`src/rtl/dsAgenPkg.sv`:
```
package dsAgenPkg;

  typedef enum logic [2:0] {
    MODE_DIRECT  = 3'd0,
    MODE_IND     = 3'd1,
    MODE_DISP    = 3'd2,
    MODE_PREDEC  = 3'd3,
    MODE_POSTINC = 3'd4,
    MODE_IOREL   = 3'd5,
    MODE_CONST   = 3'd6
  } agenMode_e;

  typedef struct packed {
    logic take;
    logic usePtr;
    logic addDisp;
    logic preDec;
    logic postInc;
    logic ioRel;
    logic constLd;
    logic wrBack;
  } agenStrobe_t;

endpackage

```
`src/rtl/dsAgenCtrl.sv`:
```
module dsAgenCtrl
  import dsAgenPkg::*;
#(
  parameter int NUM_PTR = 3,
  parameter int SEL_W   = 2
) (
  input  logic             clk,
  input  logic             rstN,
  input  logic             opValid,
  input  logic [2:0]       mode,
  input  logic [SEL_W-1:0] ptrSel,
  output agenStrobe_t      strobe
);

  logic ptrOk;
  assign ptrOk = (int'(ptrSel) < NUM_PTR);

  always_comb begin
    strobe = '0;
    case (mode)
      MODE_DIRECT: strobe.take = opValid;
      MODE_IOREL: begin
        strobe.take  = opValid;
        strobe.ioRel = 1'b1;
      end
      MODE_IND: begin
        strobe.take   = opValid && ptrOk;
        strobe.usePtr = 1'b1;
      end
      MODE_DISP: begin
        strobe.take    = opValid && ptrOk && (ptrSel != '0);
        strobe.usePtr  = 1'b1;
        strobe.addDisp = 1'b1;
      end
      MODE_PREDEC: begin
        strobe.take   = opValid && ptrOk;
        strobe.usePtr = 1'b1;
        strobe.preDec = 1'b1;
        strobe.wrBack = opValid && ptrOk;
      end
      MODE_POSTINC: begin
        strobe.take    = opValid && ptrOk;
        strobe.usePtr  = 1'b1;
        strobe.postInc = 1'b1;
        strobe.wrBack  = opValid && ptrOk;
      end
      MODE_CONST: begin
        strobe.take    = opValid;
        strobe.constLd = 1'b1;
      end
      default: strobe = '0;
    endcase
  end

  AST_CONST_NO_WB: assert property (@(posedge clk) disable iff (!rstN)
    strobe.constLd |-> !strobe.wrBack);
  AST_WB_NEEDS_TAKE: assert property (@(posedge clk) disable iff (!rstN)
    strobe.wrBack |-> strobe.take);

endmodule

```
`src/rtl/dsAgenRegion.sv`:
```
module dsAgenRegion #(
  parameter int ADDR_W    = 16,
  parameter int RF_SIZE   = 32,
  parameter int IO_SIZE   = 64,
  parameter int SRAM_SIZE = 256
) (
  input  logic [ADDR_W-1:0] addr,
  output logic [2:0]        regionSel,
  output logic              outOfRange
);

  localparam int IO_BASE   = RF_SIZE;
  localparam int SRAM_BASE = IO_BASE + IO_SIZE;
  localparam int SPACE_END = SRAM_BASE + SRAM_SIZE;

  int unsigned addrInt;
  assign addrInt = int'(addr);

  always_comb begin
    regionSel  = '0;
    outOfRange = 1'b0;
    if (addrInt < IO_BASE)        regionSel = 3'b001;
    else if (addrInt < SRAM_BASE) regionSel = 3'b010;
    else if (addrInt < SPACE_END) regionSel = 3'b100;
    else                          outOfRange = 1'b1;
  end

endmodule

```
`src/rtl/dsAgenDatapath.sv`:
```
module dsAgenDatapath
  import dsAgenPkg::*;
#(
  parameter int PTR_W        = 16,
  parameter int DISP_W       = 6,
  parameter int RF_IDX_W     = 5,
  parameter int NUM_PTR      = 3,
  parameter int SEL_W        = 2,
  parameter int PTR_BASE_IDX = 26,
  parameter int RF_SIZE      = 32,
  parameter int IO_SIZE      = 64,
  parameter int SRAM_SIZE    = 256
) (
  input  logic                clk,
  input  logic                rstN,
  input  agenStrobe_t         strobe,
  input  logic [SEL_W-1:0]    ptrSel,
  input  logic [DISP_W-1:0]   disp,
  input  logic [PTR_W-1:0]    directAddr,
  input  logic                rfWrEn,
  input  logic [RF_IDX_W-1:0] rfWrIdx,
  input  logic [7:0]          rfWrData,
  output logic                addrValid,
  output logic [PTR_W-1:0]    effAddr,
  output logic [2:0]          regionSel,
  output logic                outOfRange,
  output logic                wbLoEn,
  output logic                wbHiEn,
  output logic [RF_IDX_W-1:0] wbLoIdx,
  output logic [RF_IDX_W-1:0] wbHiIdx,
  output logic [PTR_W-1:0]    wbValue,
  output logic [PTR_W-2:0]    progWord,
  output logic                progHiByte
);

  localparam int IO_REL_W = $clog2(IO_SIZE);
  localparam int Z_SEL    = NUM_PTR - 1;
  localparam int HALF_W   = PTR_W / 2;

  logic [PTR_W-1:0] ptrVal [NUM_PTR];
  logic [SEL_W-1:0] effSel;
  logic [PTR_W-1:0] basePtr;
  logic [PTR_W-1:0] addrNext;
  logic [PTR_W-1:0] nextPtr;
  logic [2:0]       regionNext;
  logic             oorNext;

  assign effSel = strobe.constLd ? SEL_W'(Z_SEL) : ptrSel;

  always_comb begin
    basePtr = '0;
    for (int i = 0; i < NUM_PTR; i++) begin
      if (int'(effSel) == i) basePtr = ptrVal[i];
    end
  end

  always_comb begin
    nextPtr = basePtr;
    if (strobe.preDec)       nextPtr = basePtr - PTR_W'(1);
    else if (strobe.postInc) nextPtr = basePtr + PTR_W'(1);
  end

  always_comb begin
    if (strobe.ioRel)
      addrNext = PTR_W'(RF_SIZE) + PTR_W'(directAddr[IO_REL_W-1:0]);
    else if (strobe.constLd)
      addrNext = basePtr;
    else if (strobe.addDisp)
      addrNext = basePtr + PTR_W'(disp);
    else if (strobe.preDec)
      addrNext = nextPtr;
    else if (strobe.usePtr)
      addrNext = basePtr;
    else
      addrNext = directAddr;
  end

  dsAgenRegion #(
    .ADDR_W(PTR_W), .RF_SIZE(RF_SIZE), .IO_SIZE(IO_SIZE), .SRAM_SIZE(SRAM_SIZE)
  ) uRegion (
    .addr(addrNext), .regionSel(regionNext), .outOfRange(oorNext)
  );

  for (genvar g = 0; g < NUM_PTR; g++) begin : gPtr
    localparam int LO_IDX = PTR_BASE_IDX + 2 * g;
    always_ff @(posedge clk) begin
      if (!rstN) begin
        ptrVal[g] <= '0;
      end else if (strobe.wrBack && int'(effSel) == g) begin
        ptrVal[g] <= nextPtr;
      end else if (rfWrEn) begin
        if (int'(rfWrIdx) == LO_IDX)     ptrVal[g][HALF_W-1:0]     <= rfWrData;
        if (int'(rfWrIdx) == LO_IDX + 1) ptrVal[g][PTR_W-1:HALF_W] <= rfWrData;
      end
    end
  end

  always_ff @(posedge clk) begin
    if (!rstN) begin
      addrValid  <= 1'b0;
      effAddr    <= '0;
      regionSel  <= '0;
      outOfRange <= 1'b0;
      wbLoEn     <= 1'b0;
      wbHiEn     <= 1'b0;
      wbLoIdx    <= '0;
      wbHiIdx    <= '0;
      wbValue    <= '0;
      progWord   <= '0;
      progHiByte <= 1'b0;
    end else begin
      addrValid <= strobe.take;
      wbLoEn    <= strobe.wrBack;
      wbHiEn    <= strobe.wrBack;
      if (strobe.take) begin
        effAddr    <= addrNext;
        regionSel  <= strobe.constLd ? 3'b000 : regionNext;
        outOfRange <= strobe.constLd ? 1'b0 : oorNext;
        wbLoIdx    <= RF_IDX_W'(PTR_BASE_IDX + 2 * int'(effSel));
        wbHiIdx    <= RF_IDX_W'(PTR_BASE_IDX + 2 * int'(effSel) + 1);
        wbValue    <= nextPtr;
        progWord   <= basePtr[PTR_W-1:1];
        progHiByte <= basePtr[0];
      end
    end
  end

  AST_TAKE_LATENCY: assert property (@(posedge clk) disable iff (!rstN)
    strobe.take |=> addrValid);
  AST_NO_STRAY_VALID: assert property (@(posedge clk) disable iff (!rstN)
    !strobe.take |=> !addrValid);
  AST_REGION_EXCL: assert property (@(posedge clk) disable iff (!rstN)
    $onehot0(regionSel));
  AST_OOR_NO_REGION: assert property (@(posedge clk) disable iff (!rstN)
    outOfRange |-> regionSel == 3'b000);
  AST_WB_STEP: assert property (@(posedge clk) disable iff (!rstN)
    wbLoEn |-> (wbValue == effAddr || wbValue == effAddr + PTR_W'(1)));
  AST_WB_PAIRED: assert property (@(posedge clk) disable iff (!rstN)
    wbLoEn |-> (wbHiEn && addrValid));

endmodule

```
`src/rtl/dsAddrGen.sv`:
```
module dsAddrGen
  import dsAgenPkg::*;
#(
  parameter int PTR_W        = 16,
  parameter int DISP_W       = 6,
  parameter int RF_IDX_W     = 5,
  parameter int NUM_PTR      = 3,
  parameter int SEL_W        = 2,
  parameter int PTR_BASE_IDX = 26,
  parameter int RF_SIZE      = 32,
  parameter int IO_SIZE      = 64,
  parameter int SRAM_SIZE    = 256
) (
  input  logic                clk,
  input  logic                rstN,
  input  logic                opValid,
  input  logic [2:0]          mode,
  input  logic [SEL_W-1:0]    ptrSel,
  input  logic [DISP_W-1:0]   disp,
  input  logic [PTR_W-1:0]    directAddr,
  input  logic                rfWrEn,
  input  logic [RF_IDX_W-1:0] rfWrIdx,
  input  logic [7:0]          rfWrData,
  output logic                addrValid,
  output logic [PTR_W-1:0]    effAddr,
  output logic [2:0]          regionSel,
  output logic                outOfRange,
  output logic                wbLoEn,
  output logic                wbHiEn,
  output logic [RF_IDX_W-1:0] wbLoIdx,
  output logic [RF_IDX_W-1:0] wbHiIdx,
  output logic [PTR_W-1:0]    wbValue,
  output logic [PTR_W-2:0]    progWord,
  output logic                progHiByte
);

  agenStrobe_t strobe;

  dsAgenCtrl #(.NUM_PTR(NUM_PTR), .SEL_W(SEL_W)) uCtrl (
    .clk(clk), .rstN(rstN), .opValid(opValid), .mode(mode),
    .ptrSel(ptrSel), .strobe(strobe)
  );

  dsAgenDatapath #(
    .PTR_W(PTR_W), .DISP_W(DISP_W), .RF_IDX_W(RF_IDX_W), .NUM_PTR(NUM_PTR),
    .SEL_W(SEL_W), .PTR_BASE_IDX(PTR_BASE_IDX), .RF_SIZE(RF_SIZE),
    .IO_SIZE(IO_SIZE), .SRAM_SIZE(SRAM_SIZE)
  ) uDp (
    .clk(clk), .rstN(rstN), .strobe(strobe), .ptrSel(ptrSel), .disp(disp),
    .directAddr(directAddr), .rfWrEn(rfWrEn), .rfWrIdx(rfWrIdx),
    .rfWrData(rfWrData), .addrValid(addrValid), .effAddr(effAddr),
    .regionSel(regionSel), .outOfRange(outOfRange), .wbLoEn(wbLoEn),
    .wbHiEn(wbHiEn), .wbLoIdx(wbLoIdx), .wbHiIdx(wbHiIdx), .wbValue(wbValue),
    .progWord(progWord), .progHiByte(progHiByte)
  );

endmodule

```
`config.mk`:
```
export PLATFORM = sky130hd
export DESIGN_NAME = dsAddrGen
export DESIGN_NICKNAME = d
export VERILOG_FILES = /design/src/rtl/dsAgenPkg.sv /design/src/rtl/dsAgenCtrl.sv /design/src/rtl/dsAgenRegion.sv /design/src/rtl/dsAgenDatapath.sv /design/src/rtl/dsAddrGen.sv
export SDC_FILE = /design/constraint.sdc
export NUM_CORES = 1
export LEC_CHECK = 0
export ABC_AREA = 1
export BUFFER_PORTS_ARGS = -buffer_cell sky130_fd_sc_hd__buf_4
export CAP_MARGIN = 20
export CORE_MARGIN = 5
export CORE_UTILIZATION = 35
export CTS_BUF_LIST = sky130_fd_sc_hd__clkbuf_2 sky130_fd_sc_hd__clkbuf_4 sky130_fd_sc_hd__clkbuf_8
export DETAILED_ROUTE_END_ITERATION = 10
export GPL_TIMING_DRIVEN = 0
export MAX_ROUTING_LAYER = met4
export REMOVE_ABC_BUFFERS = 1
export SETUP_SLACK_MARGIN = 0.05
export SLEW_MARGIN = 10
export SYNTH_ARGS = -nofsm -noshare
export SYNTH_HDL_FRONTEND = slang
export SYNTH_SLANG_ARGS = --single-unit
```
`constraint.sdc`:
```
create_clock -name clk -period 10.8 [get_ports clk]
set_input_delay 0 -clock clk [delete_from_list [all_inputs] [get_ports clk]]
set_output_delay 0 -clock clk [all_outputs]
set_load 0.05 [all_outputs]
```
==> impl_metrics.ini, run 1 <==
[run_status]
status = completed

[grt]
grt_start_max_net_pins = 57
grt_pass1_wl_um = 33600
grt_overflow = 0
grt_pass1_vias = 6127
use_met2_pct = 30.21
grtUsageTotal_pct = 19.75
top_usage_layer = met2
use_met3_pct = 2.978
antenna_found_initial = 0
met1_usage_pct = 27.37

[setup_path]
rr_endpoint = uDp.regionSel[2]
r2r_slack_ns = 7.43
rr_startpoint = uDp.ptrVal[1][5]
crit_fanout = 20
cp_slowest_cell = ha_1
critical_path_arrival_ns = 5.54
critical_path_class = input port to flip-flop
critPathCaptureType = flip-flop
critPathLaunchType = input port
cp.required_ns = 11.13
cpPeakStageDelay_ns = 0.53
cp_num_buf_inv = 7
r2r.worst_path.cells = 22
critPathTopFamily = simple AND/OR/NAND/NOR gates
cp_common_cell = nand2_1

[synthesis]
synth_cell_types = 47
synthCells = 938
async_flop_share_pct = 0
synth_seq_cells = 106
syn-cell-area_um2 = 6768
synthTopCellsByCount = nand2_1 (234), a21oi_1 (85), inv_1 (73)
synth_edf_count = 48
synth_most_common_cell = nand2_1
seq_area_frac_synth_pct = 38.45
synthTopCellsByArea = edfxtp_1 (21%), dfxtp_1 (17%), nand2_1 (13%)
synth_area_leader_cell = edfxtp_1
synth_top_area_share_pct = 21.30
ys.warnings.count = 0
synthFlopType = dfxtp_1
syn_area_per_cell_um2 = 7.215

[timing]
clock_skew_ns = 0.009290
setup_viol = 0
worst_slew_pin_slew_ns = 1.076
finalCriticalPeriod_ns = 5.211
min_period_over_period_pct = 48.25
grt_setup_unrepaired = no
holdWs_ns = 0.02209
setup-tns-final_ns = 0
setup_slack_ns = 5.589
hold_violations = 0
fmax_mhz = 191.9
relSlewSlack_pct = 28.21
slew_violations = 0

[clock_tree]
clock-sinks = 106
cts_made_buffers = 9
cts_tree = done
clock_latency_ns = 0.40
cts_resized = 0
clk_pin_slew_worst_paths_ns = 0.11
cts.root.buffer_cell = clkbuf_8
cts_max_level = 3
clock_path_buffers = 2

[pwr]
seqPwrFrac_pct = 41.7
ir_worst_vdd_v = 0.00005101
p_leak_nw = 3.540
sw_frac_of_total_pct = 39.54
finalPower_mw = 1.106
power_switching_mw = 0.4374
p_comb_share_pct = 34.2
powerDensity_nw_per_um2 = 139.9
internal_power_mw = 0.6686
power_frac_clock_pct = 24.1

[floorplan]
fp.dieH_um = 149.1
ios = 109
dieArea_um2 = 22220
core_area_um2 = 18890
floorplan.rows = 50
initial_core_util_pct = 35.82
fp.dieW_um = 149.1

[detailed_routing]
drcViolationCount = 0
num_vias = 6705
wire_per_inst_um = 17.10
drt_iter0_drc = 712
routed_wirelength_um = 21830
dr.pass1.iters = 7
via_per_inst = 5.251
ant_nets = 0

[layout]
fin_nets = 1068
n_fill_cell = 2003
synthToLayoutAreaGrowth_pct = 16.82
final-seq-area_um2 = 2603
antenna_cells = 0
drive_above_1_share_pct = 18.49
final_util_pct = 41.85
multi_input_area_um2 = 3588

[placement]
hpwl_um = 15850
gp_congestion = 0.9787
port-buffer-count = 107
place_ws_ns = 5.267

[run]
drv_cap = 0

[hold_path]
min_path_type = input port to flip-flop
hold_depth = 4
holdCritStartpoint = ptrSel[0]
min_to = uDp.wbHiIdx[1]
[flip-flops by register name (all words and copies together) (netlist names), 3 cells and up]
signal,count
uDp.effAddr,16
uDp.regionSel,3
uDp.progWord,15
uDp.wbValue,16
uDp.ptrVal,48
uDp.wbHiIdx,4
[per-stage QoR]
step,instance area [um2],instances
after floorplan,6513,890
after global placement,7641,1257
after detailed placement,7694,1260
after CTS,7906,1277
after global routing,7906,1277
final,7906,1277
[final cells by class]
type	instances	share of cell area (%)
multi-input combinational	695	45.39
sequential	106	32.92
timing repair buffer	111	10.73
inverter	89	4.289
tap	260	4.115
clock buffer	11	1.757
clock inverter	5	0.8071
[power by group through the flow]
| stage | logic [mW] | registers (mW) | clock network, mW |
|---|---|---|---|
| 4_1_cts | 0.377 | 0.462 | 0.272 |
| 3_5_place_dp | 0.376 | 0.471 | 0 |
| 6_report | 0.378 | 0.462 | 0.267 |
| 3_3_place_gp | 0.372 | 0.470 | 0 |
| 5_1_grt | 0.410 | 0.465 | 0.286 |
| 2_1_floorplan | 0.173 | 0.551 | 0 |
[worst min-delay path: cells and delay by family]
kind	cells	cell delay [ns]
buffers and inverters	2	0.22
and+or+nand+nor	1	0.09
AOI/OAI and AO/OA	1	0.07
[per-layer routing]
layer	part of all wire (%)	wire [um]	vias up
met2	46	9973	227
met5	0	0	-
met3	6.5	1413	31
met4	1.7	372	0
met1	46	10070	3105
li1	-	-	3342
[kinds of logic (layout without fill, tap and decap cells)]
logic type	count (synthesis)	count (layout)	share of synthesized area, %
and+or+nand+nor	429	429	28.82
AOI/OAI and AO/OA	237	237	19.60
buffers and inverters	137	216	8.782
DFF	106	106	38.45
xor gates and xnor gates	16	16	2.071
adders and majority gates	12	12	2.218
other	1	1	0.05541
[timing repair]
| item | in CTS | in global routing |
|---|---|---|
| hold endpoints to repair | 1 | 0 |
| hold buffers | 1 | 0 |
| buffers inserted | 0 | 0 |
[worst max path at each step]
stage                     slack [ns]  cells past startpoint    start                 to
after floorplan                 6.51                     29  mode[0]   uDp.regionSel[2]
after global placement          4.49                     33  mode[0]   uDp.regionSel[2]
after detailed placement        5.27                     24  mode[0]  uDp.ptrVal[1][14]
after CTS                       5.71                     31  mode[0]   uDp.regionSel[2]
after global routing            5.08                     33  mode[0]   uDp.regionSel[2]
final                           5.59                     33  mode[0]   uDp.regionSel[2]
[placed cells by master (no fill, tap or decap), types with 6 or more instances in the layout]
cell,Yosys,layout
nand2_2,17,17
o21ai_0,70,70
inv_1,73,73
a21oi_1,85,85
ha_1,12,12
buf_4,8,109
o211ai_1,12,12
o22ai_1,50,50
nand2_1,234,234
edfxtp_1,48,48
nand3_1,67,66
dfxtp_1,58,58
or2_1,6,6
nor2_2,8,8
inv_2,11,11
nor2_1,55,55
clkbuf_8,0,9
nand4_1,15,15
xor2_1,15,15
No activity file was read; power rests on OpenSTA's default activity.
==> run 2, diff against run 1 <==
==> constraint.sdc (replaced) <==
create_clock -name clk -period 4.85 [get_ports clk]
set_input_delay 0 -clock clk [delete_from_list [all_inputs] [get_ports clk]]
set_output_delay 0 -clock clk [all_outputs]
set_load 0.05 [all_outputs]
==> run 2 against run 1 <==
Compared with the run above:
- largest power group unchanged
- critical path depth shrank 3
- combinational power grew 120%
- die area is the same
- clock skew is essentially flat
- routed wire length grew 0.11%
- setup slack lost 5.0 ns
==> impl_metrics.ini, run 2 (same netlist as run 1, synthesis figures left out) <==
[timing]
clock_skew_ns = 0.009041
min_period_over_period_pct = 88.52
grt_setup_unrepaired = no
hold_violations = 0
worst_slew_pin_slew_ns = 1.114
setup_viol = 0
fmax_mhz = 232.9
finalCriticalPeriod_ns = 4.293
slew_violations = 0
relSlewSlack_pct = 25.68

[setup_path]
cp_num_buf_inv = 6
critical_path_arrival_ns = 4.62
critPathLaunch = mode[0]
critPathLaunchType = input port
cp_slowest_cell = a21oi_1
cp_common_cell = nand2_1
cp.required_ns = 5.18
cpPeakStageDelay_ns = 0.40
crit_fanout = 20
critical_path_class = input port to flip-flop
critPathTopFamily = simple AND/OR/NAND/NOR gates
rr_startpoint = uDp.ptrVal[1][5]
critPathCaptureType = flip-flop

[grt]
grt_overflow = 0
grt_pass1_wl_um = 33610
grt_pass1_vias = 6131
antenna_found_initial = 0
grt_start_max_net_pins = 57
grtUsageTotal_pct = 19.77

[layout]
layout_commonest_cell = nand2_1
largest_register_ffs = 48
fin_nets = 1071
antenna_cells = 0
drive_above_1_share_pct = 19.12
largestRegisters = uDp.ptrVal (48), uDp.effAddr (16), uDp.wbValue (16)
n_fill_cell = 1998
final_cell_mix = nand2_1 (234), buf_4 (112), a21oi_1 (85)
largest-register = uDp.ptrVal
synthToLayoutAreaGrowth_pct = 17.54
final_cells = 1280

[placement]
port-buffer-count = 107
hpwl_um = 15850
gp_congestion = 0.9787
dp.cells = 1260

[floorplan]
initial_core_util_pct = 35.82
core_area_um2 = 18890
fp.dieH_um = 149.1
floorplan.rows = 50
ios = 109
dieArea_um2 = 22220
fp.dieW_um = 149.1

[pwr]
ir_worst_vdd_v = 0.0001131
powerDensity_nw_per_um2 = 310.5
p_leak_nw = 3.551
finalPower_mw = 2.470

[detailed_routing]
drcViolationCount = 0
routed_wirelength_um = 21850
ant_nets = 0
num_vias = 6753
dr.pass1.iters = 5
drt_iter0_drc = 647
wire_per_inst_um = 17.07
via_per_inst = 5.276

[clock_tree]
clock-sinks = 106
cts_max_level = 3
cts_tree = done
clock_path_buffers = 2
cts_made_buffers = 9
clock_latency_ns = 0.40
cts.root.buffer_cell = clkbuf_8
clk_pin_slew_worst_paths_ns = 0.11

[run]
drv_cap = 0

[hold_path]
min_path_type = input port to flip-flop
holdCritStartpoint = ptrSel[0]

[run_status]
status = completed
==> run 2: cell count changes in the layout (fill, tap and decap cells not counted), sizes merged <==
cell / previous run / this run
inv: 87 / 86
buf: 110 / 113
clkinvlp: 0 / 1
==> run 2: final timing paths <==
kind                            to  slack, ns  cells after the start
setup / recovery  uDp.regionSel[2]       0.56                     30
hold / removal      uDp.wbHiIdx[1]       0.07                      4
setup reg to reg  uDp.regionSel[2]       1.50                     22
hold reg to reg     uDp.wbHiIdx[0]       0.46                      2
==> run 2: metal layers <==
metal | share of wire [%] | GRT usage, % | vias up
li1 | - | - | 3351
met1 | 45 | 27.47 | 3119
met2 | 46 | 30.17 | 258
met3 | 7.6 | 2.978 | 25
met4 | 1.6 | 5.446 | 0
met5 | 0 | - | -
==> run 2: tightest hold or removal path, cell delays in order <==
cell and delay [ns]:
buf_4 0.09, nand2_1 0.13, inv_1 0.15, a21oi_1 0.08
==> run 2: layout make-up <==
| cell class | count | area, um2 | area share [%] |
|---|---|---|---|
| multi-input combinational | 695 | 3611 | 45.39 |
| sequential | 106 | 2603 | 32.71 |
| timing repair buffer | 114 | 870.8 | 10.95 |
| inverter | 89 | 342.8 | 4.310 |
| tap | 260 | 325.3 | 4.089 |
| clock buffer | 11 | 138.9 | 1.746 |
| clock inverter | 5 | 63.81 | 0.8021 |
==> run 2: through the flow <==
step | area (um2) | utilization, % | setup TNS (ns) | hold slack [ns] | setup WS (ns)
6_report | 7955 | 42.11 | 0 | 0.07413 | 0.5568
5_1_grt | 7955 | 42.11 | 0 | 0.09880 | 0.07907
3_3_place_gp | 7641 | 40.44 | -65.35 | 0.4063 | -1.457
3_5_place_dp | 7694 | 40.72 | -11.09 | 0.4296 | -0.6827
2_1_floorplan | 6513 | - | 0 | 0.1115 | 0.5597
4_1_cts | 7926 | 41.95 | 0 | 0.02845 | 0.1665
==> run 2: power by group <==
part	total [mW]	internal, mW	switching [mW]	leakage [nW]
combinational	0.845	0.237	0.608	2.47
clock	0.597	0.257	0.340	0.107
sequential	1.03	0.998	0.0294	0.975
total	2.47	1.49	0.978	3.55
==> run 2: what timing repair did <==
action                                  4_1_cts  5_1_grt
endpoints found under the setup margin       15       16
buffers inserted                              2        1
hold buffers                                  1        0
cloned                                        0        0
gates resized for setup                       2        4
hold endpoints to repair                      1        0
pin swaps                                     1        0
